$ cat config.mk
export PLATFORM = sky130hd
export DESIGN_NAME = rio_port
export DESIGN_NICKNAME = d
export VERILOG_FILES = /design/src/rtl/rio_pkg.sv /design/src/rtl/rio_sync.sv /design/src/rtl/rio_regfile.sv /design/src/rtl/rio_edge.sv /design/src/rtl/rio_txctl.sv /design/src/rtl/rio_port.sv
export SDC_FILE = /design/constraint.sdc
export NUM_CORES = 1
export LEC_CHECK = 0
export BUFFER_PORTS_ARGS = -buffer_cell sky130_fd_sc_hd__buf_4
export CAP_MARGIN = 0
export CELL_PAD_IN_SITES_DETAIL_PLACEMENT = 0
export CELL_PAD_IN_SITES_GLOBAL_PLACEMENT = 1
export CORE_MARGIN = 2
export CORE_UTILIZATION = 45
export DETAILED_ROUTE_END_ITERATION = 10
export PLACE_DENSITY = 0.84
export SYNTH_ARGS = -nofsm -noshare
export SYNTH_HDL_FRONTEND = slang
export SYNTH_SLANG_ARGS = --single-unit
$ cat constraint.sdc
create_clock -name clk -period 1.76 [get_ports clk]
set_input_delay 0.264 -clock clk [delete_from_list [all_inputs] [get_ports clk]]
set_output_delay 0.264 -clock clk [all_outputs]
set_load 0.005 [all_outputs]
$ cat src/rtl/rio_pkg.sv
package rio_pkg;
   localparam int unsigned ADDR_W = 3;

   typedef enum logic [ADDR_W-1:0] {
      RIO_A_INPUT = 3'd0,
      RIO_A_RISE  = 3'd1,
      RIO_A_FALL  = 3'd2,
      RIO_A_DOUT  = 3'd3,
      RIO_A_OE    = 3'd4
   } rio_addr_e;
endpackage

$ cat src/rtl/rio_sync.sv
module rio_sync #(
   parameter int unsigned W      = 16,
   parameter int unsigned STAGES = 2
) (
   input  logic         clk,
   input  logic         rst_n,
   input  logic [W-1:0] d,
   output logic [W-1:0] q
);
   logic [W-1:0] stg [STAGES];

   generate
      if (STAGES < 2) begin : g_bad
         $error("rio_sync: STAGES must be at least 2");
      end
   endgenerate

   always_ff @(posedge clk or negedge rst_n) begin
      if (!rst_n) begin
         for (int i = 0; i < STAGES; i++) stg[i] <= '0;
      end else begin
         stg[0] <= d;
         for (int i = 1; i < STAGES; i++) stg[i] <= stg[i-1];
      end
   end

   assign q = stg[STAGES-1];
endmodule

$ cat src/rtl/rio_regfile.sv
module rio_regfile
   import rio_pkg::*;
#(
   parameter int unsigned W = 16
) (
   input  logic              clk,
   input  logic              rst_n,
   input  logic              stage_vld,
   input  logic [ADDR_W-1:0] stage_addr,
   input  logic [W-1:0]      stage_data,
   input  logic              commit,
   output logic [W-1:0]      rise_en,
   output logic [W-1:0]      fall_en,
   output logic [W-1:0]      dout,
   output logic [W-1:0]      oe
);
   logic              pend_q;
   logic [ADDR_W-1:0] pend_addr_q;
   logic [W-1:0]      pend_data_q;
   logic              apply;

   assign apply = commit & pend_q;

   always_ff @(posedge clk or negedge rst_n) begin
      if (!rst_n) begin
         pend_q      <= 1'b0;
         pend_addr_q <= '0;
         pend_data_q <= '0;
      end else begin
         if (stage_vld) begin
            pend_q      <= 1'b1;
            pend_addr_q <= stage_addr;
            pend_data_q <= stage_data;
         end else if (commit) begin
            pend_q <= 1'b0;
         end
      end
   end

   always_ff @(posedge clk or negedge rst_n) begin
      if (!rst_n) begin
         rise_en <= '0;
         fall_en <= '0;
         dout    <= '0;
         oe      <= '0;
      end else if (apply) begin
         case (rio_addr_e'(pend_addr_q))
            RIO_A_RISE: rise_en <= pend_data_q;
            RIO_A_FALL: fall_en <= pend_data_q;
            RIO_A_DOUT: dout    <= pend_data_q;
            RIO_A_OE:   oe      <= pend_data_q;
            default: ;
         endcase
      end
   end
endmodule

$ cat src/rtl/rio_edge.sv
module rio_edge #(
   parameter int unsigned W = 16
) (
   input  logic         clk,
   input  logic         rst_n,
   input  logic [W-1:0] lvl,
   input  logic [W-1:0] rise_en,
   input  logic [W-1:0] fall_en,
   input  logic [W-1:0] oe,
   output logic         hit
);
   logic [W-1:0] lvl_d;
   logic [W-1:0] pin_hit;

   always_ff @(posedge clk or negedge rst_n) begin
      if (!rst_n) lvl_d <= '0;
      else        lvl_d <= lvl;
   end

   generate
      for (genvar g = 0; g < W; g++) begin : g_pin
         logic up, dn;
         assign up = lvl[g] & ~lvl_d[g] & rise_en[g];
         assign dn = ~lvl[g] & lvl_d[g] & fall_en[g];
         assign pin_hit[g] = (up | dn) & ~oe[g];
      end
   endgenerate

   assign hit = |pin_hit;
endmodule

$ cat src/rtl/rio_txctl.sv
module rio_txctl #(
   parameter int unsigned W = 16
) (
   input  logic         clk,
   input  logic         rst_n,
   input  logic         hit,
   input  logic         rd_req,
   input  logic         wake_evt,
   input  logic         timing_cal,
   input  logic         ctl_sent,
   input  logic [W-1:0] lvl,
   output logic         req_set,
   output logic         tx_req,
   output logic [W-1:0] tx_word
);
   logic armed_q;
   logic signon;
   logic snap;

   assign signon  = armed_q & timing_cal;
   assign req_set = hit | rd_req | signon;
   assign snap    = tx_req & ctl_sent;

   always_ff @(posedge clk or negedge rst_n) begin
      if (!rst_n) begin
         armed_q <= 1'b0;
         tx_req  <= 1'b0;
         tx_word <= '0;
      end else begin
         armed_q <= (armed_q | wake_evt) & ~signon;
         tx_req  <= (tx_req & ~ctl_sent) | req_set;
         if (snap) tx_word <= lvl;
      end
   end
endmodule

$ cat src/rtl/rio_port.sv
module rio_port
   import rio_pkg::*;
#(
   parameter int unsigned N           = 16,
   parameter int unsigned SYNC_STAGES = 2
) (
   input  logic              clk,
   input  logic              rst_n,
   input  logic [N-1:0]      pin_in,
   output logic [N-1:0]      pin_out,
   output logic [N-1:0]      pin_oe,
   input  logic              wr_vld,
   input  logic [ADDR_W-1:0] wr_addr,
   input  logic [N-1:0]      wr_data,
   input  logic              frame_ok,
   input  logic              rd_req,
   input  logic              wake_evt,
   input  logic              timing_cal,
   input  logic              ctl_sent,
   output logic              tx_req,
   output logic [N-1:0]      tx_word,
   output logic [N-1:0]      in_level
);
   generate
      if (N < 1 || N > 32) begin : g_bad_n
         $error("rio_port: N must be in 1..32");
      end
   endgenerate

   logic [N-1:0] rise_en, fall_en, dout, oe;
   logic         hit;
   logic         req_set;

   rio_sync #(.W(N), .STAGES(SYNC_STAGES)) u_sync (
      .clk(clk), .rst_n(rst_n), .d(pin_in), .q(in_level)
   );

   rio_regfile #(.W(N)) u_regs (
      .clk(clk), .rst_n(rst_n),
      .stage_vld(wr_vld), .stage_addr(wr_addr), .stage_data(wr_data),
      .commit(frame_ok),
      .rise_en(rise_en), .fall_en(fall_en), .dout(dout), .oe(oe)
   );

   rio_edge #(.W(N)) u_edge (
      .clk(clk), .rst_n(rst_n), .lvl(in_level),
      .rise_en(rise_en), .fall_en(fall_en), .oe(oe), .hit(hit)
   );

   rio_txctl #(.W(N)) u_tx (
      .clk(clk), .rst_n(rst_n), .hit(hit), .rd_req(rd_req),
      .wake_evt(wake_evt), .timing_cal(timing_cal), .ctl_sent(ctl_sent),
      .lvl(in_level), .req_set(req_set), .tx_req(tx_req), .tx_word(tx_word)
   );

   assign pin_oe  = oe;
   assign pin_out = dout & oe;
endmodule

* Yosys cells after proc, flatten, opt, wreduce, memory -nomap -nowiden *
Index checks and enable logic that the tools add are counted.

storage, ports and cells
  output and inout bits = 65
  memories kept = 0
  RAM bits = 0
  latch bits = 0
  bits in registers = 150
  bits of input ports = 43
  logic and storage cells = 181
  bits in read-only memories = 0

operators by class
  multiply operators = 0
  $add $sub $neg = 0
  $lt $le $gt $ge = 0
  reduce and logical (&&, ||, !) cells = 6
  bitwise logic cells = 156
  equality and inequality tests = 4
  shifts and indexed selects = 0
  div/mod/pow operators = 0
  multiplexer cells = 2

operator list
  operator                                       count
  AND 1 bit                                      85
  NOT 1 bit                                      50
  OR 1 bit                                       20
  AND 16 bit                                     1
  OR reduction 16 bit                            1
  AND reduction 2 bit                            4
  == test 3 x 2 -> 1 bit, second input constant  2
  == test 3 x 1 -> 1 bit, second input constant  1
  == test 3 bit, second input constant           1
  2-to-1 mux 1 bit                               2
  nonzero test 2 bit                             1

* Logic depth before layout (Yosys ltp) *
  depth after elaboration = 9
  depth in mapped cells = 5

* Hierarchy *
Synthesis repeated with hierarchy kept, for this count alone.

unflattened totals
  cells, all modules = 355
  area total of the unflattened synthesis = 5681.7 sq um

by module, submodules not included
  module       area each (sq um)  cells each  times used
  rio_regfile  3160.5             182         1
  rio_sync     920.9              48          1
  rio_edge     767.0              68          1
  rio_txctl    733.2              41          1
  rio_port     100.1              16          1

* Worst setup path after synthesis *
Ideal clock, no wire load.

  path type = register -> register
  start point = register u_regs.pend_addr_q[2]
  end point = register u_regs.rise_en[10]
  path slack = 0.138 ns
  path buffers = 1
  arrival = 1.497 ns
  setup time = 0.125 ns
  required time = 1.635 ns
  clock period less this slack = 1.622 ns
  cell stages (with the launch flop) = 5
  path through = dfrtp_1 -> nand3b_1 -> nor3_2 -> buf_6 -> mux2_2

on the way
  cells in the longest elaborated chain, start to end = 2

ends and longest elaborated chain
  what                           line               RTL
  from (decl)                    rio_regfile.sv:18  logic [ADDR_W-1:0] pend_addr_q;
  from (signal assigned)         rio_regfile.sv:32  pend_addr_q <= stage_addr;
  == test 3 x 1 -> 1 bit         rio_regfile.sv:47  case (rio_addr_e'(pend_addr_q))
  AND reduction 2 bit (no line)  -
  to (signal assigned)           rio_regfile.sv:48  RIO_A_RISE: rise_en <= pend_data_q;
  to (decl)                      rio_regfile.sv:12  output logic [W-1:0] rise_en,

No other way between the ends.
A chain may end at the register's enable or synchronous reset.

* Final worst setup path *
  start point = register u_sync.stg, in the netlist u_sync.q[5]
  end point = register u_tx.tx_req

on the way
  cells in the longest elaborated chain, start to end = 9
  elaborated cells between the ends (all ways) = 11
  those cells by class = bitwise: 10; reduce/logical: 1

ends and longest elaborated chain
  what                     line             RTL
  from (decl)              rio_sync.sv:10   logic [W-1:0] stg [STAGES];
  NOT 1 bit                rio_edge.sv:24   assign dn = ~lvl[g] & lvl_d[g] & fall_en[g];
  AND 1 bit (2 in a row)   rio_edge.sv:24
  OR 1 bit *               rio_edge.sv:25   assign pin_hit[g] = (up | dn) & ~oe[g];
  AND 1 bit *              rio_edge.sv:25
  OR reduction 16 bit *    rio_edge.sv:29   assign hit = |pin_hit;
  OR 1 bit * (2 in a row)  rio_txctl.sv:21  assign req_set = hit | rd_req | signon;
  OR 1 bit *               rio_txctl.sv:31  tx_req <= (tx_req & ~ctl_sent) | req_set;
  to (signal assigned)     rio_txctl.sv:31
  to (decl)                rio_txctl.sv:13  output logic tx_req,

Mark *: on every way between the ends. The rest lies on a longest branch, timed or not.

==> results.toml <==
[timing]
fin_crit_sh_pct = 92.5
drv_slew = 0
fin_skew_ps = 8.18
grt_setup_unrepaired = "no"
min_period_ps = 1630
worst_slew_pin_slew_ps = 441
finalSetupViolations = 0
max_freq_ghz = 0.614
layout_setup_ws_ps = 132
max_slew_margin_pct = 70.6
finalHoldViolations = 0

[detailed_routing]
route.final.wire_length_um = 11400
via_per_inst = 4.91
first_iter_violations = 119
num_vias = 3285
dr.pass1.iters = 4
wl_per_cell_um = 17.0
ant_nets = 0
drc = 0

[power]
switching_share_pct = 24.6
leakagePower_uw = 0.00331
powerDensity_nw_per_um2 = 1390
p_int_uw = 7720
seqPwrFrac_pct = 46.4
vdd_drop_max_mv = 1.04
pwr-share-clk_pct = 35.9
power.switching_uw = 2520
p_comb_share_pct = 17.7
power_uw = 10200

[global_routing]
grt_pass1_wl_um = 18200
grt_use_met1_pct = 23.7
gr-total-overflow = 0
grt_use_met3_pct = 6.69
grt_pass1_vias = 3486
antenna_found_initial = 0
grt.total_usage_pct = 18.5
grt_max_degree = 46
top_usage_layer = "met2"
use_met2_pct = 29.6

[placement]
place_hpwl_um = 7640
pre_cts_ws_ps = 80.2
routabilityCongestion = 0.753
place_area_um2 = 6600
io_buffers = 107

[setup_path]
critPathRequiredTime_ps = 2030
crit_family = "simple AND/OR/NAND/NOR gates"
crit_path_start_kind = "flip-flop"
critical_path_buf_inv_count = 0
crit_chain = "nand3b_1, a21oi_1, or4_1, nor4_1, nand4_1"
max_stage_delay_ps = 540
worst_ep_arrival_time_ps = 1900
crit_fanout = 5
worst-setup-path-type = "flip-flop to flip-flop"
critPathSlowestCell = "or4_1"
end_kind = "flip-flop"

[clocking]
cts_htree_levels = 4
root_buffer = "clkbuf_16"
post_cts_buffers = 0
worstSkewPairLatency_ps = 420
numCtsBuffers = 17
clockBufferDepth = 2
cts_tree = "done"
clkTransAtPathRegs_ps = 60
clock_sinks = 150

[die]
fp.dieW_um = 116
chipHeight_um = 116
rows = 40
dieArea_um2 = 13400
coreArea_um2 = 12100
start_util_pct = 46.5
ios = 108

[job]
maxCapViolations = 0

[yosys]
synthCells = 355
synth.distinct_cells = 22
synth_seq_cells = 150
avgSynthCellArea_um2 = 15.8
syn_nets = 398
synth_area_um2 = 5600
synth_warnings = 0
yosysSeqAreaShare_pct = 67.0

[final_layout]
final_area_um2 = 7390
n_fill_cell = 928
nNetsFinal = 531
regArea_um2 = 3750
diodes = 0
layout_commonest_cell = "dfrtp_1"
final_cell_mix = "dfrtp_1, buf_4, mux2_2, nand3b_1"
layout-drive-gt1-share_pct = 50.9
syn2layout_area_growth_pct = 31.8
multi_input_area_um2 = 1680

[status]
status = "completed"

[min_path]
hp-class = "primary input to flip-flop"
[what timing repair did]
action	4_1_cts	5_1_grt
resized for setup	0	2
hold buffers	17	0
hold endpoints to repair	57	0
endpoints found under the setup margin	0	1
[cells in the mapped netlist]
cell type / n / area (um^2)
nor4_1: 3 / 18.8
nand2_2: 1 / 6.26
nor4b_4: 1 / 23.8
nor2_2: 1 / 6.26
nor2b_1: 1 / 6.26
nand2_1: 2 / 7.51
a21o_1: 1 / 7.51
mux2_2: 99 / 1110
a21oi_1: 16 / 80.1
mux2i_1: 1 / 10.0
nand4_1: 1 / 6.26
nor3_2: 1 / 10.0
or4_1: 1 / 7.51
dfrtp_1: 150 / 3750
inv_1: 2 / 7.51
a2111oi_0: 1 / 8.76
buf_6: 3 / 33.8
clkbuf_1: 3 / 11.3
and2_1: 16 / 100
nand3b_1: 33 / 248
nor4b_1: 1 / 8.76
buf_4: 17 / 128
[per-stage QoR]
stage | std cells | TNS [ps] | utilization [%] | hold WS [ps]
after floorplan | 355 | 0 | - | -31.6
final | 669 | 0 | 61.2 | 46.5
after detailed placement | 620 | 0 | 54.7 | 222
after global routing | 669 | 0 | 61.2 | 23.6
after global placement | 620 | -15.0 | 54.7 | 219
after CTS | 669 | 0 | 61.2 | 14.6
[layout make-up]
cell class / instances / area share [%]
repair buffers: 137 / 15.2
clock buffers: 20 / 6.18
clock inverters: 12 / 2.05
flip-flops and latches: 150 / 50.8
multi-input cells: 180 / 22.8
well taps: 168 / 2.85
inverters: 2 / 0.102
[power by group through the flow]
stage,clock network (uW),logic (uW),registers (uW)
2_1_floorplan,0,954,4640
3_3_place_gp,0,1760,4750
3_5_place_dp,0,1810,4810
4_1_cts,3780,1850,4750
5_1_grt,3920,2000,4860
6_report,3680,1820,4750
[routing by layer]
layer | vias up | part of all wire [%]
met3 | 4 | 4.9
met1 | 1689 | 45
li1 | 1512 | -
met2 | 80 | 50
met4 | 0 | 0.61
met5 | - | 0
[path summary, 6_finish.rpt]
check	startpoint	to	slack, ps	depth (start not counted)
worst min-delay path	timing_cal	u_tx.armed_q	50	2
worst max register to register	u_sync.q[5]	u_tx.tx_req	130	5
max in group asynchronous	rst_n	u_regs.rise_en[0]	850	3
worst max-delay path	u_sync.q[5]	u_tx.tx_req	130	5
worst min register to register	u_sync.stg[29]	u_sync.q[13]	350	0
min in group asynchronous	rst_n	u_sync.q[1]	340	2
[flip-flops by register name (all words and copies together) (netlist names)]
signal,cells
u_edge.lvl_d,16
u_sync.stg,16
u_regs.pend_data_q,16
u_regs.fall_en,16
u_regs.pend_q,1
u_tx.armed_q,1
u_regs.dout,16
u_sync.q,16
u_tx.tx_req,1
u_tx.tx_word,16
u_regs.pend_addr_q,3
u_regs.rise_en,16
u_regs.oe,16
[kinds of logic (layout without fill, tap and decap cells)]
family / count (synthesis) / count (layout) / share of synthesized area [%]
buffers and inverters: 25 / 171 / 3.21
AND/OR/NAND/NOR: 62 / 62 / 8.02
flip-flops: 150 / 150 / 67.0
multiplexers: 100 / 100 / 20.1
AO/OA/AOI/OAI: 18 / 18 / 1.72
No activity file was read; power rests on OpenSTA's default activity.
